`src/rtl/xperm_pkg.sv`:
```
package xperm_pkg;

  localparam int unsigned XP_XLEN = 32;

  // opcode/funct3/funct7 survive the mask; register fields are cleared
  localparam logic [31:0] XP_MATCH_MASK = 32'hFE00707F;
  localparam logic [31:0] XP_ENC_NIB    = 32'h28002033;
  localparam logic [31:0] XP_ENC_BYTE   = 32'h28004033;
  localparam logic [31:0] XP_ENC_HALF   = 32'h28006033;

  localparam int unsigned XP_NUM_SIZES = 3;
  localparam int unsigned XP_MIN_LOG2  = 2;

  typedef enum logic [1:0] {
    XP_SZ_NIB  = 2'd0,
    XP_SZ_BYTE = 2'd1,
    XP_SZ_HALF = 2'd2,
    XP_SZ_NONE = 2'd3
  } xp_size_e;

  // an index is usable when index << log2_elem stays below the operand width
  function automatic logic xp_in_range(input int unsigned idx,
                                       input int unsigned log2_elem,
                                       input int unsigned xlen);
    return idx < (xlen >> log2_elem);
  endfunction

  // the encoding each size slot answers to
  function automatic logic [31:0] xp_encoding(input int unsigned slot);
    case (slot)
      0:       return XP_ENC_NIB;
      1:       return XP_ENC_BYTE;
      default: return XP_ENC_HALF;
    endcase
  endfunction

endpackage

```
`src/rtl/xperm_decode.sv`:
```
module xperm_decode
  import xperm_pkg::*;
(
  input  logic [31:0]             instr,
  output logic                    hit,
  output logic [XP_NUM_SIZES-1:0] size_sel,
  output xp_size_e                size
);

  logic [31:0] masked;
  assign masked = instr & XP_MATCH_MASK;

  for (genvar g = 0; g < XP_NUM_SIZES; g++) begin : g_match
    assign size_sel[g] = (masked == xp_encoding(g));
  end

  assign hit = |size_sel;

  always_comb begin
    unique case (1'b1)
      size_sel[0]: size = XP_SZ_NIB;
      size_sel[1]: size = XP_SZ_BYTE;
      size_sel[2]: size = XP_SZ_HALF;
      default:     size = XP_SZ_NONE;
    endcase
  end

  always_comb begin
    AST_SEL_ONEHOT: assert ($onehot0(size_sel)) else $error("size select not one-hot");
    if (instr[6:0] != 7'b0110011)
      AST_OPCODE_GATE: assert (!hit) else $error("hit on foreign opcode");
  end

endmodule

```
`src/rtl/xperm_engine.sv`:
```
module xperm_engine
  import xperm_pkg::*;
#(
  parameter  int unsigned XLEN      = XP_XLEN,
  parameter  int unsigned LOG2_ELEM = 2,
  localparam int unsigned ELEM      = 1 << LOG2_ELEM,
  localparam int unsigned NELEM     = XLEN / ELEM,
  localparam int unsigned POSW      = ELEM + LOG2_ELEM
)(
  input  logic [XLEN-1:0]  src1,
  input  logic [XLEN-1:0]  src2,
  output logic [XLEN-1:0]  res,
  output logic [NELEM-1:0] oob
);

  for (genvar j = 0; j < NELEM; j++) begin : g_elem
    logic [ELEM-1:0] idx;
    logic [POSW-1:0] bitpos;

    assign idx    = src2[j*ELEM +: ELEM];
    assign bitpos = POSW'(idx) << LOG2_ELEM;
    assign oob[j] = !xp_in_range(32'(idx), LOG2_ELEM, XLEN);
    assign res[j*ELEM +: ELEM] = oob[j] ? '0 : ELEM'(src1 >> bitpos);

    always_comb begin
      if (oob[j])
        AST_OOB_SLOT_ZERO: assert (res[j*ELEM +: ELEM] == '0) else $error("out-of-range slot not zero");
      if (32'(idx) == j)
        AST_IDENTITY_SLOT: assert (res[j*ELEM +: ELEM] == src1[j*ELEM +: ELEM]) else $error("identity slot mismatch");
    end
  end

endmodule

```
`src/rtl/xperm_unit.sv`:
```
module xperm_unit
  import xperm_pkg::*;
(
  input  logic [31:0] instr,
  input  logic [31:0] src1,
  input  logic [31:0] src2,
  output logic        hit,
  output logic [31:0] result
);

  logic [XP_NUM_SIZES-1:0] size_sel;
  xp_size_e                size;
  logic [31:0]             eng_res [XP_NUM_SIZES];

  xperm_decode u_decode (
    .instr    (instr),
    .hit      (hit),
    .size_sel (size_sel),
    .size     (size)
  );

  for (genvar g = 0; g < XP_NUM_SIZES; g++) begin : g_size
    localparam int unsigned L2 = XP_MIN_LOG2 + g;
    logic [(32 >> L2)-1:0] oob;

    xperm_engine #(.XLEN(32), .LOG2_ELEM(L2)) u_engine (
      .src1 (src1),
      .src2 (src2),
      .res  (eng_res[g]),
      .oob  (oob)
    );

    // all indices out of range must give an all-zero result in this mode
    always_comb begin
      if (size_sel[g] && (&oob))
        AST_ALL_OOB_ZERO: assert (result == 32'h0) else $error("all-oob result not zero");
    end
  end

  always_comb begin
    case (size)
      XP_SZ_NIB:  result = eng_res[0];
      XP_SZ_BYTE: result = eng_res[1];
      XP_SZ_HALF: result = eng_res[2];
      default:    result = 32'h0;
    endcase
  end

  always_comb begin
    if (!hit)
      AST_MISS_ZERO: assert (result == 32'h0) else $error("result nonzero without hit");
    if (size_sel[2] && src2 == 32'h0000_0001)
      AST_HALF_SWAP_LOW: assert (result[15:0] == src1[31:16]) else $error("halfword index 1 wrong");
  end

endmodule

```
`config.mk`:
```
export PLATFORM = sky130hd
export DESIGN_NAME = xperm_unit
export DESIGN_NICKNAME = d
export VERILOG_FILES = /design/src/rtl/xperm_pkg.sv /design/src/rtl/xperm_decode.sv /design/src/rtl/xperm_engine.sv /design/src/rtl/xperm_unit.sv
export SDC_FILE = /design/constraint.sdc
export NUM_CORES = 1
export LEC_CHECK = 0
export ABC_AREA = 1
export CELL_PAD_IN_SITES_DETAIL_PLACEMENT = 1
export CELL_PAD_IN_SITES_GLOBAL_PLACEMENT = 2
export CORE_MARGIN = 1.5
export CORE_UTILIZATION = 33
export DETAILED_ROUTE_END_ITERATION = 12
export DONT_BUFFER_PORTS = 1
export PLACE_DENSITY_LB_ADDON = 0.1
export SYNTH_ARGS = -nofsm -noshare
export SYNTH_HDL_FRONTEND = slang
export SYNTH_SLANG_ARGS = --single-unit
```
`constraint.sdc`:
```
create_clock -name vclk -period 2.9
set_input_delay 0.725 -clock vclk [all_inputs]
set_output_delay 0.725 -clock vclk [all_outputs]
set_load 0.01 [all_outputs]
```
Yosys cells after proc, flatten, opt, wreduce, memory -nomap -nowiden

Index checks and enable logic that the tools add are counted.

Flip-flop bits (word level): 0
Output and inout port bits: 33

$lt $le $gt $ge: 14
Equal/unequal tests: 5
Shift operators: 14
Multiplexer cells: 16
Reduce and logical (&&, ||, !) cells: 2

Operators with widths:

| kind                   | number |
|---|---|
| $shr A32 B6 Y4         | 8 |
| $shr A32 B11 Y8        | 4 |
| $pmux W32 S3           | 1 |
| $shr A32 B20 Y16       | 2 |
| $eq A17 B15 Y1 const B | 3 |
| $lt A16 B2 Y1 const B  | 2 |
| $lt A4 B4 Y1 const B   | 8 |
| $lt A8 B3 Y1 const B   | 4 |
| $mux W16               | 2 |
| $mux W4                | 8 |
| $mux W8                | 4 |
| $pmux W2 S3            | 1 |
| $reduce_or A3 Y1       | 1 |
| $eq A2 B1 Y1 const B   | 1 |
| $eq A2 B2 Y1 const B   | 1 |
| $logic_not A2 Y1       | 1 |

Depth between registers and ports, before layout

Word-level depth: 4
Gate-level depth with buffers: 10
Gate-level depth less buffers: 8

Hierarchy

From an unflattened synthesis, not the netlist that was laid out.

Cell total of the unflattened synthesis: 1,271
Area total of the unflattened synthesis: 5,928.2 µm²

By module, submodules not included:

| module                             | times used | cells an instance | area an instance (µm²) |
|---|---|---|---|
| xperm_engine at g_size[0].u_engine | 1          | 648               | 2,914.0 |
| xperm_engine at g_size[1].u_engine | 1          | 296               | 1,393.8 |
| xperm_unit                         | 1          | 148               | 782.0 |
| xperm_engine at g_size[2].u_engine | 1          | 150               | 685.7 |
| xperm_decode                       | 1          | 29                | 152.6 |

Worst setup path before layout

OpenSTA, ideal clock, no wires.

Path kind: input to output
From: in src2[29]
To: out result[20]
Data arrival time: 1.664 ns
Required time: 2.175 ns
Setup slack: 0.511 ns
Stages: 9
Cell sequence: buf_4 nor2_8 nand2_4 nor2_8 nand2_4 nor2_8 buf_12 nand3_2 nand3_2

Longest elaborated chain between the ends: 3
Elaborated cells on any way between the ends: 4

Ends and longest elaborated chain:

| what                                              | line                                | RTL |
|---|---|---|
| from (decl)                                       | xperm_unit.sv:6                     | `input logic [31:0] src2,` |
| $lt A16 B2 Y1 or $shr A32 B20 Y16 (tied branches) | xperm_pkg.sv:25, xperm_engine.sv:23 |  |
| $mux W16 (*)                                      | xperm_engine.sv:23                  | `assign res[j*ELEM +: ELEM] = oob[j] ? '0 : ELEM'(src1 >> bitpos);` |
| $pmux W32 S3 (*)                                  | xperm_unit.sv:41                    | `case (size)` |
| to (decl)                                         | xperm_unit.sv:8                     | `output logic [31:0] result` |

Mark *: on every way between the ends. The rest lies on a longest branch, timed or not.

Final worst setup path

From: in instr[26]
To: out result[12]

Longest elaborated chain between the ends: 4
Elaborated cells on any way between the ends: 8

Ends and longest elaborated chain:

| what                                       | line               | RTL |
|---|---|---|
| from (decl)                                | xperm_unit.sv:4    | `input logic [31:0] instr,` |
| $eq A17 B15 Y1                             | xperm_decode.sv:14 | `assign size_sel[g] = (masked == xp_encoding(g));` |
| $pmux W2 S3 (*)                            | xperm_decode.sv:20 | `unique case (1'b1)` |
| $eq A2 B2 Y1, or another cell as far along | xperm_unit.sv:41   |  |
| $pmux W32 S3 (*)                           | xperm_unit.sv:41   |  |

Marks and branches as above.

==> results.json <==
{
  "wl_per_cell_um": 21.4,
  "setup_ws_ns": 0.198,
  "final_core_util_pct": 33.3,
  "rsz0062_at_grt": "false",
  "dp_hpwl_mm": 18.2,
  "cp_data_required_time_ns": 2.17,
  "dieArea_um2": 15400,
  "crit_path_end_kind": "output port",
  "synthCells": 1061,
  "grt_use_total_pct": 32.8,
  "dr.max_layer_used": "met4",
  "post-cts-setup-buffers": 0,
  "timing.final.crit_period_ns": 2.70,
  "instances_no_fill": 1190,
  "critPathLaunchType": "input port",
  "wl_met3_mm": 1.89,
  "place_congestion": 0.928,
  "powerDensity_nw_per_um2": 109,
  "die-height_um": 124,
  "antenna_cells": 0,
  "portBuffers": 0,
  "synth_nets": 1157,
  "cp-startpoint": "instr[26]",
  "ys_warn_count": 0,
  "clkbuf_count": 0,
  "worstPathMaxFanout": 15,
  "vias": 6755,
  "totalPowerFinal_mw": 0.521,
  "fillers": 2224,
  "initial_core_util_pct": 33.4,
  "dr.pass1.iters": 5,
  "crit_path_max_incr_delay_ns": 0.34,
  "synth_cell_type_count": 24,
  "place_inst": 1190,
  "postRouteAntennaNets": 0,
  "setup_viol": 0,
  "cts_hold_buffers": 0,
  "stdcell_area_um2": 4800,
  "num_rows": 44,
  "layout-drive-gt1-share_pct": 6.86,
  "wl_met2_mm": 11.1,
  "coreArea_um2": 14400,
  "path_class": "in2out",
  "fp.dieW_um": 124,
  "antenna_found_initial": 0,
  "dr.first_iter.drc_count": 561,
  "crit_path_end": "result[12]",
  "worst_pin_slew_ns": 0.521,
  "path_cells": "nor2_1, nand2_1, inv_1, nand2_1, nor2_4, nand4_1, nand3_1",
  "pre_cts_ws_ns": 0.252,
  "hold_path_class": "in2out",
  "ir_drop_uv": 33.3,
  "finalMaxSlewViolations": 0,
  "yosysSeqAreaShare_pct": 0,
  "finalCritPeriodShare_pct": 93.2,
  "route.layer.met1.wl_mm": 12.0,
  "holdWs_ns": 1.55,
  "p_leak_nw": 2.73,
  "grt_pass1_vias": 6245,
  "cp.arrival_ns": 1.98,
  "cpMostUsedCell": "nand2_1",
  "outcome": "finished clean",
  "mappedNetlistArea_um2": 4820,
  "fin_setup_tns_ns": 0,
  "cp_slowest_cell": "nor2_4",
  "avgSynthCellArea_um2": 4.55,
  "ioPinCount": 129,
  "grt_first_pass_wirelength_mm": 38.0,
  "dpl_cell_area_um2": 4800,
  "final_nets": 1104,
  "grt.overflow.total": 0,
  "ff_latch_area_um2": 0,
  "remaining_drc_errors": 0,
  "totalWireLength_mm": 25.4,
  "maxCapViolCount": 0,
  "cts_resized": 0,
  "area_growth_pct": -0.519,
  "design.seq.count": 0,
  "clock.fmax_mhz": 370,
  "max_slew_margin_pct": 65.2,
  "grt_max_degree": 40,
  "hold_viol": 0,
  "vias_per_cell": 5.68
}
how the worst min path moves through the flow:
stage                     cells past startpoint   to  startpoint
after floorplan                               1  hit   instr[31]
after global placement                        1  hit   instr[31]
after detailed placement                      1  hit   instr[31]
after CTS                                     1  hit   instr[31]
after global routing                          1  hit   instr[31]
final                                         1  hit   instr[31]
final cells by class:
type | count | area, um2 | share of cell area (%)
Multi-Input combinational cell | 912 | 4150 | 86.5
Inverter | 80 | 300 | 6.26
Tap cell | 184 | 230 | 4.80
Timing Repair Buffer | 14 | 118 | 2.45
where the power goes:
group,internal (mW),switching (mW)
registers,0,0
logic,0.177,0.344
clock network,0,0
cell families after synthesis:
group	share of synthesized area [%]
AND/OR/NAND/NOR	80.5
AO/OA/AOI/OAI	5.52
buffers and inverters	14.0
synthesized netlist by cell type:
cell,count,area [um2]
buf_2,38,190
nor2_1,71,267
a21oi_1,6,30.0
nor2_8,5,100
o21ai_0,41,205
inv_2,14,52.6
buf_4,9,67.6
nand2_4,2,22.5
buf_12,1,20.0
inv_1,66,248
nor2_2,5,31.3
nand4_1,17,106
nor2_4,6,67.6
nand3_1,247,1240
nand2_1,474,1780
clkbuf_2,1,5.00
nand2_2,3,18.8
buf_1,3,11.3
buf_6,2,22.5
o22ai_1,1,6.26
o21ai_1,5,25.0
and3_1,9,56.3
clkbuf_1,15,56.3
nand3_2,20,200
layer usage:
layer	global-route usage (%)	vias to the layer above
li1	-	3309
met1	49.0	3183
met2	51.8	237
met3	3.25	26
met4	4.05	0
met5	0	-
layout by cell type (no fill, tap or decap), types with 6 or more instances in the layout:
master   count
a21oi_1      6
o21ai_0     41
buf_4       13
nand4_1     17
inv_2       14
nor2_4       6
nand2_1    474
nor2_1      71
and3_1       9
nand3_1    247
inv_1       66
nand3_2     20
worst max-delay path, delay by kind of cell:
| kind | cells | cell delay (ns) |
|---|---|---|
| buffers and inverters | 1 | 0.06 |
| AND/OR/NAND/NOR | 6 | 1.17 |
No activity file was read; power rests on OpenSTA's default activity.
